File: src/rtl/cmul_pkg.sv
package cmul_pkg;

    // Signed weight picked by a four-bit window {a3,a2,a1,a0}
    function automatic int recode_weight(input logic [3:0] a);
        return -4 * int'(a[3]) + 2 * int'(a[2]) + int'(a[1]) + int'(a[0]);
    endfunction

    // Number of live operands at a given level of a pairwise reduction
    function automatic int level_count(input int n, input int lvl);
        int c;
        c = n;
        for (int s = 0; s < lvl; s++) c = (c + 1) / 2;
        return c;
    endfunction

endpackage

File: src/rtl/cmul_ppgen.sv
module cmul_ppgen #(
    parameter int            N  = 12,
    parameter logic [N-1:0]  K  = '0,
    parameter int            AW = 30,
    parameter int            SH = 0
) (
    input  logic [3:0]    addr,
    output logic [AW-1:0] pp
);
    localparam int PW = N + 3;

    // Constant multiple of K for one window weight, two's complement in PW bits
    function automatic logic [PW-1:0] entry(input int w);
        logic [PW-1:0] base;
        logic [PW-1:0] mag;
        base = PW'(K);
        case ((w < 0) ? -w : w)
            0:       mag = '0;
            1:       mag = base;
            2:       mag = base << 1;
            3:       mag = (base << 1) + base;
            default: mag = base << 2;
        endcase
        return (w < 0) ? (~mag + 1'b1) : mag;
    endfunction

    logic [PW-1:0] tbl [16];

    for (genvar a = 0; a < 16; a++) begin : g_tbl
        assign tbl[a] = entry(cmul_pkg::recode_weight(4'(a)));
    end

    logic [PW-1:0] sel;
    assign sel = tbl[addr];
    assign pp  = {{(AW-PW){sel[PW-1]}}, sel} << SH;

endmodule

File: src/rtl/cmul_tree.sv
module cmul_tree #(
    parameter int NIN = 5,
    parameter int AW  = 30
) (
    input  logic          clk,
    input  logic          rst_n,
    input  logic          in_valid,
    input  logic [AW-1:0] in_pp [NIN],
    output logic          out_valid,
    output logic [AW-1:0] out_sum
);
    localparam int D = $clog2(NIN);

    logic [AW-1:0] lv [D+1][NIN];
    logic          vl [D+1];

    for (genvar j = 0; j < NIN; j++) begin : g_lv0
        assign lv[0][j] = in_pp[j];
    end
    assign vl[0] = in_valid;

    for (genvar l = 1; l <= D; l++) begin : g_lvl
        localparam int PREV = cmul_pkg::level_count(NIN, l - 1);
        localparam int CUR  = cmul_pkg::level_count(NIN, l);

        always_ff @(posedge clk or negedge rst_n) begin
            if (!rst_n) vl[l] <= 1'b0;
            else        vl[l] <= vl[l-1];
        end

        for (genvar j = 0; j < NIN; j++) begin : g_node
            if (j < CUR && 2*j + 1 < PREV) begin : g_add
                always_ff @(posedge clk or negedge rst_n) begin
                    if (!rst_n) lv[l][j] <= '0;
                    else        lv[l][j] <= lv[l-1][2*j] + lv[l-1][2*j+1];
                end
            end else if (j < CUR) begin : g_pass
                always_ff @(posedge clk or negedge rst_n) begin
                    if (!rst_n) lv[l][j] <= '0;
                    else        lv[l][j] <= lv[l-1][2*j];
                end
            end else begin : g_idle
                always_ff @(posedge clk or negedge rst_n) begin
                    if (!rst_n) lv[l][j] <= '0;
                    else        lv[l][j] <= '0;
                end
            end
        end
    end

    assign out_sum   = lv[D][0];
    assign out_valid = vl[D];

endmodule

File: src/rtl/cmul_const.sv
module cmul_const #(
    parameter int           N = 12,
    parameter logic [N-1:0] K = 12'hB5D
) (
    input  logic           clk,
    input  logic           rst_n,
    input  logic           in_valid,
    input  logic [N-1:0]   in_x,
    output logic           out_valid,
    output logic [2*N-1:0] out_p
);
    localparam int L  = (N / 3 + 1) * 3;   // padded operand length
    localparam int NW = L / 3;             // number of windows
    localparam int AW = L + N + 3;         // accumulation width

    logic          v_q;
    logic [N-1:0]  x_q;

    always_ff @(posedge clk or negedge rst_n) begin
        if (!rst_n) begin
            v_q <= 1'b0;
            x_q <= '0;
        end else begin
            v_q <= in_valid;
            x_q <= in_x;
        end
    end

    // Bit 0 stands for x[-1]; the bits above the operand are zero
    logic [L:0] xp;
    assign xp = {{(L-N){1'b0}}, x_q, 1'b0};

    logic [AW-1:0] pp [NW];

    for (genvar i = 0; i < NW; i++) begin : g_win
        cmul_ppgen #(.N(N), .K(K), .AW(AW), .SH(3*i)) u_ppgen (
            .addr (xp[3*i+3 -: 4]),
            .pp   (pp[i])
        );
    end

    logic          sum_v;
    logic [AW-1:0] sum;

    cmul_tree #(.NIN(NW), .AW(AW)) u_tree (
        .clk       (clk),
        .rst_n     (rst_n),
        .in_valid  (v_q),
        .in_pp     (pp),
        .out_valid (sum_v),
        .out_sum   (sum)
    );

    always_ff @(posedge clk or negedge rst_n) begin
        if (!rst_n) begin
            out_valid <= 1'b0;
            out_p     <= '0;
        end else begin
            out_valid <= sum_v;
            out_p     <= sum[2*N-1:0];
        end
    end

endmodule

File: config.mk
export PLATFORM = sky130hd
export DESIGN_NAME = cmul_const
export DESIGN_NICKNAME = d
export VERILOG_FILES = /design/src/rtl/cmul_pkg.sv /design/src/rtl/cmul_ppgen.sv /design/src/rtl/cmul_tree.sv /design/src/rtl/cmul_const.sv
export SDC_FILE = /design/constraint.sdc
export NUM_CORES = 1
export LEC_CHECK = 0
export BUFFER_PORTS_ARGS = -buffer_cell sky130_fd_sc_hd__buf_2
export CAP_MARGIN = 25
export CORE_UTILIZATION = 50
export DETAILED_ROUTE_END_ITERATION = 16
export PLACE_DENSITY_LB_ADDON = 0.1
export SLEW_MARGIN = 20
export SYNTH_ARGS = -nofsm -noshare
export SYNTH_HDL_FRONTEND = slang
export SYNTH_SLANG_ARGS = --single-unit
File: constraint.sdc
create_clock -name clk -period 4.66 [get_ports clk]
set_input_delay 0.932 -clock clk [delete_from_list [all_inputs] [get_ports clk]]
set_output_delay 0.932 -clock clk [all_outputs]
set_load 0.05 [all_outputs]
==> results of run 1 <==
==> layout make-up <==
type                            instances  share of cell area, %
Inverter                               37                   1.81
Tap cell                              176                   2.87
Clock inverter                         15                   2.07
Multi-Input combinational cell        426                   43.2
Clock buffer                           17                   5.55
Sequential cell                       128                   41.8
Timing Repair Buffer                   41                   2.77
==> cell families (layout without fill, tap and decap cells) <==
group,Yosys count,count (layout),share of synthesized area (%)
buffers and inverters,48,110,3.22
DFF,128,128,47.6
and+or+nand+nor,135,135,9.74
muxes,11,11,2.77
AOI/OAI and AO/OA,156,156,16.1
xor gates and xnor gates,50,50,6.51
adders and majority gates,74,74,14.1
==> worst reg2reg max path, stage by stage (launching register included) <==
cell and delay (ns):
dfrtp_1 0.74, inv_1 0.25, ha_1 0.46, mux4_1 0.57
ha_1 0.39, a21o_2 0.26, a21o_2 0.21, o21ai_0 0.27
a31oi_4 0.08, o2111ai_1 0.24, o211ai_2 0.11
==> cells in the mapped netlist (3+ instances only) <==
cell      instances
a211oi_1          3
a21o_1           15
a21oi_1          48
a31o_2            3
a31oi_1           7
and3_1            4
clkbuf_1          5
dfrtp_1         128
fa_1              3
ha_1             71
inv_1            36
mux2_2            5
nand2_1          35
nand2b_1          5
nand3_1          11
nand3b_1          4
nand4_1           3
nor2_1           40
nor2b_1           6
nor3_1           12
o211ai_1          6
o21a_1            6
o21ai_0          25
o21bai_1          9
o22ai_1           3
o31ai_1           6
or3_1             3
xnor2_1          32
xor2_1           18
==> metrics by stage <==
| step | power, W | instance area (sq um) |
|---|---|---|
| global route | 0.00500 | 7670 |
| floorplan | 0.00303 | 6730 |
| detailed placement | 0.00339 | 7080 |
| finish | 0.00467 | 7670 |
| CTS | 0.00472 | 7670 |
| global placement | 0.00335 | 7080 |
==> worst paths after layout <==
path,cells past startpoint,slack (ns),end,start
worst min register to register,0,0.34,out_p[0],u_tree.out_sum[0]
max in group asynchronous,2,3.10,u_tree.lv[406],rst_n
min in group asynchronous,1,0.62,u_tree.out_sum[4],rst_n
worst max-delay path,10,0.97,u_tree.lv[435],x_q[2]
worst max register to register,10,0.97,u_tree.lv[435],x_q[2]
worst min-delay path,0,0.34,out_p[0],u_tree.out_sum[0]
==> state kept, by name, summed over array words and instances, names as in the netlist <==
register	cells
out_p	24
out_valid	1
u_tree.lv	63
u_tree.out_sum	24
u_tree.out_valid	1
u_tree.vl	2
v_q	1
x_q	12
==> report_power, final <==
part / total (W) / internal [W] / switching, W
clock network: 0.00129 / 0.000792 / 0.000493
registers: 0.00163 / 0.00149 / 0.000136
logic: 0.00176 / 0.000677 / 0.00108
total: 0.00467 / 0.00296 / 0.00171
==> layer usage <==
metal	vias to the layer above	global-route usage, %	share of wire [%]
met1	2118	24.6	47
met2	103	30.4	48
met5	-	0	0
li1	2241	-	-
met3	17	4.31	3.7
met4	0	8.17	1.6
==> metrics.csv, run 1 <==
stage,metric,value,unit
run_status,status,completed,
clock_network,cts_sinks,128,
synthesis,ys.flop_type,dfrtp_1,
clock_network,h-tree-depth,4,
power,p_per_area,609,mW/mm^2
die,core_region_area,0.0132,sq mm
clock_network,cts_hold_buf,0,
sta,finalSetupTns,0,ns
sta,fmax,271,MHz
layout,final_util,58.1,%
global_route,grt_first_pass_wirelength,20700,um
synthesis,postSynthCellCount,602,
setup_path,slowest_stage,dfrtp_1,
run,drv_cap,0,
route,viasPerCell,5.33,
die,row_count,42,
clock_network,root_buffer,clkbuf_16,
layout,multi_input_area,0.00331,sq mm
clock_network,ctsResizeCount,0,
sta,tightest_slew,0.861,ns
sta,drv_slew,0,
setup_path,path_buf_inv,1,
synthesis,synth.cell_area,0.00673,sq mm
clock_network,cts.path.max_buffers,2,
setup_path,path_max_fanout,14,
setup_path,cp-start-kind,register,
sta,hold_ws,0.341,ns
sta,skew,0.00634,ns
die,start_util,51.0,%
route,num_vias,4479,
clock_network,cts_setup_buffers,0,
route,ant_nets,0,
route,wl_per_cell,14.1,um
synthesis,synthTopCellsByArea,"dfrtp_1, ha_1, xnor2_1, a21oi_1, xor2_1",
sta,rsz0062_at_grt,false,
route,drt_iter0_drc,338,
power,p_leak,3.58,nW
clock_network,cts_tree,yes,
synthesis,synth_edf_count,0,
setup_path,crit_chain,"inv_1, ha_1, mux4_1, ha_1, a21o_2, a21o_2, o21ai_0, a31oi_4, o2111ai_1, o211ai_2",
die,fp.dieW,118,um
layout,fill_cells,1066,
layout,mostFrequentLayoutCell,dfrtp_1,
synthesis,ys_seq_area_share,47.6,%
sta,min_period,3.69,ns
synthesis,syn_area_per_cell,11.2,sq um
die,pin_count,40,
sta,setup_slack,0.969,ns
route,dr.pass1.iters,5,
synthesis,synthDistinctLibCells,69,
placement,pre_cts_ws,1.03,ns
setup_path,critPathRequiredTime,4.94,ns
synthesis,yosys_warnings,0,
sta,hold_viol,0,
sta,finalCritPeriodShare,79.2,%
placement,gp_congestion,0.899,
synthesis,async_reset_ff_share,100,%
die,die_y,118,um
global_route,grt_pass1_vias,4482,
route,routed_wl,11900,um
global_route,grt_overflow,0,
route,drc,0,
global_route,grt_antenna_before_repair,0,
setup_path,setup.worst_path.end_class,register,
layout,most-common-layout-cells,"dfrtp_1, ha_1, a21oi_1",
synthesis,synth_fp_nets,691,
global_route,grt_use_total,18.9,%
clock_network,cts_buffers,17,
setup_path,cpLargestDelayFamily,compound AO/OA/AOI/OAI gates,
clock_network,insertion_delay,0.41,ns
layout,nets,740,
sta,setup_violations,0,
setup_path,crit_type,reg -> reg,
layout,seqCellArea,0.00320,sq mm
setup_path,arrival,3.97,ns
placement,portBuffers,39,
synthesis,ys_ff_latch,128,
synthesis,synth_top_area_share,47.6,%
power,irDropWorstVdd,269,uV
layout,n_antenna_cell,0,
layout,drive_gt1_share,15.2,%
clock_network,cts.reportedPaths.clkPinSlew,0.06,ns
global_route,grt_max_degree,75,
synthesis,yosys.area.top_type,dfrtp_1,
placement,dp_cells,808,
sta,max_slew_margin,42.6,%
setup_path,slowest_delay,0.74,ns
layout,synthToLayoutAreaGrowth,14.0,%
die,die_area,0.0139,sq mm
layout,final_cells,840,
placement,hpwl,8660,um
min_path,min_path_type,reg -> reg,
Note: power is estimated with default switching activity, not from simulation.
==> inputs of run 2 (changes only) <==
==> constraint.sdc (replaced) <==
create_clock -name clk -period 3.7 [get_ports clk]
set_input_delay 0.74 -clock clk [delete_from_list [all_inputs] [get_ports clk]]
set_output_delay 0.74 -clock clk [all_outputs]
set_load 0.05 [all_outputs]
==> run 2 against run 1 <==
Net effect: hold slack improved by 0.0026 ns; fmax rose by 13%; critical path depth rose by 4.
==> metrics.csv, run 2 (synthesized netlist as in run 1, its figures left out) <==
stage,metric,value,unit
setup_path,path_max_fanout,11,
clock_network,cts.reportedPaths.clkPinSlew,0.06,ns
setup_path,rrSetupSlack,0.43,ns
placement,dp_cells,811,
layout,mostFrequentLayoutCell,dfrtp_1,
global_route,grt_pass1_vias,4375,
global_route,grt_antenna_before_repair,0,
setup_path,cpLargestDelayFamily,compound AO/OA/AOI/OAI gates,
route,viasPerCell,5.32,
die,start_util,51.0,%
clock_network,cts_buffers,17,
setup_path,critPathRequiredTime,4.00,ns
sta,hold_viol,0,
route,routed_wl,12000,um
min_path,hold-path-cell-count,0,
setup_path,reg2reg_to,u_tree.lv[411],
die,die_area,0.0139,sq mm
min_path,hold_start,u_tree.out_sum[17],
setup_path,reg2reg_from,x_q[8],
setup_path,arrival,3.56,ns
sta,drv_slew,0,
placement,gp_congestion,0.851,
layout,final_cells,843,
layout,most-common-layout-cells,"dfrtp_1, ha_1, a21oi_1",
run_status,status,completed,
clock_network,cts_setup_buffers,0,
route,drc,0,
clock_network,insertion_delay,0.42,ns
sta,finalSetupTns,0,ns
placement,portBuffers,39,
placement,dpl_cell_area,0.00711,sq mm
setup_path,setup.worst_path.end_class,register,
clock_network,h-tree-depth,4,
run,drv_cap,0,
route,dr.pass1.iters,4,
min_path,min_path_type,reg -> reg,
die,pin_count,40,
route,drt_iter0_drc,240,
setup_path,slowest_delay,0.53,ns
sta,rsz0062_at_grt,false,
layout,drive_gt1_share,15.4,%
clock_network,cts_sinks,128,
clock_network,cts_tree,yes,
clock_network,cts.path.max_buffers,2,
sta,skew,0.00783,ns
sta,min_period,3.27,ns
global_route,grt_overflow,0,
sta,finalCritPeriodShare,88.3,%
clock_network,root_buffer,clkbuf_16,
layout,top_register,u_tree.lv,
setup_path,slowest_stage,dfrtp_1,
route,ant_nets,0,
die,die_y,118,um
layout,synthToLayoutAreaGrowth,14.4,%
layout,largest_reg_flops,63,
global_route,grt_max_degree,72,
setup_path,crit_chain,"clkinv_1, buf_4, ha_1, nor2_1, a21oi_1, o21ai_0, ha_1, nor2b_1, o21ai_0, a21boi_0, o21ai_1, a21boi_0, o21a_1, o211a_1",
power,irDropWorstVdd,350,uV
power,p_leak,3.60,nW
sta,max_slew_margin,42.6,%
sta,tightest_slew,0.862,ns
min_path,hold_path_end,out_p[17],
placement,hpwl,8960,um
sta,fmax,306,MHz
setup_path,crit_type,reg -> reg,
power,p_per_area,766,mW/mm^2
global_route,grt_first_pass_wirelength,20600,um
die,core_region_area,0.0132,sq mm
layout,n_antenna_cell,0,
setup_path,cp-start-kind,register,
die,row_count,42,
setup_path,reg2reg_depth,14,
layout,final_area,0.00770,sq mm
route,num_vias,4481,
global_route,grt_use_total,18.9,%
sta,setup_violations,0,
setup_path,path_buf_inv,2,
die,fp.dieW,118,um
layout,fill_cells,1074,
layout,nets,743,
route,wl_per_cell,14.2,um
[run 2: final cells by class]
| class | instances | area [sq um] | share of cell area (%) |
|---|---|---|---|
| well taps | 176 | 220 | 2.86 |
| clock inverters | 14 | 160 | 2.08 |
| repair buffers | 44 | 235 | 3.06 |
| inverters | 37 | 139 | 1.80 |
| clock buffers | 18 | 429 | 5.58 |
| flip-flops and latches | 128 | 3200 | 41.6 |
| multi-input cells | 426 | 3310 | 43.0 |
[run 2: per-stage QoR]
step,power [W],utilization (%),hold slack (ns),worst slack [ns]
floorplan,0.00382,-,0.331,0.482
global placement,0.00424,53.9,0.332,0.487
detailed placement,0.00429,53.9,0.335,0.388
CTS,0.00595,58.3,0.342,0.355
global route,0.00628,58.3,0.344,0.0386
finish,0.00589,58.3,0.344,0.432
[run 2: worst max-delay path by stage]
stage	startpoint	to	slack [ns]	cells after the start
3_5_place_dp	x_q[8]	u_tree.lv[411]	0.39	14
3_3_place_gp	x_q[8]	u_tree.lv[411]	0.49	14
5_1_grt	x_q[5]	u_tree.lv[411]	0.04	14
2_1_floorplan	x_q[2]	u_tree.lv[435]	0.48	11
4_1_cts	x_q[8]	u_tree.lv[411]	0.36	14
6_report	x_q[8]	u_tree.lv[411]	0.43	14
[run 2: report_power, final]
group	switching [W]	internal [W]	total [W]
Sequential	0.000159	0.00188	0.00204
Clock	0.000627	0.00100	0.00163
Combinational	0.00137	0.000856	0.00223
Total	0.00216	0.00374	0.00589
[run 2: routing by layer]
metal  GRT usage (%)  part of all wire, %  vias up
met5               0                    0        -
met4            9.29                  2.2        0
met3            3.78                  3.1       18
met2            30.4                   47       93
met1            24.4                   48     2128
li1                -                    -     2242
[run 2: what timing repair did]
item	in CTS	in global routing
gates resized for setup	0	1
setup endpoints to repair	0	2
hold buffers	0	0
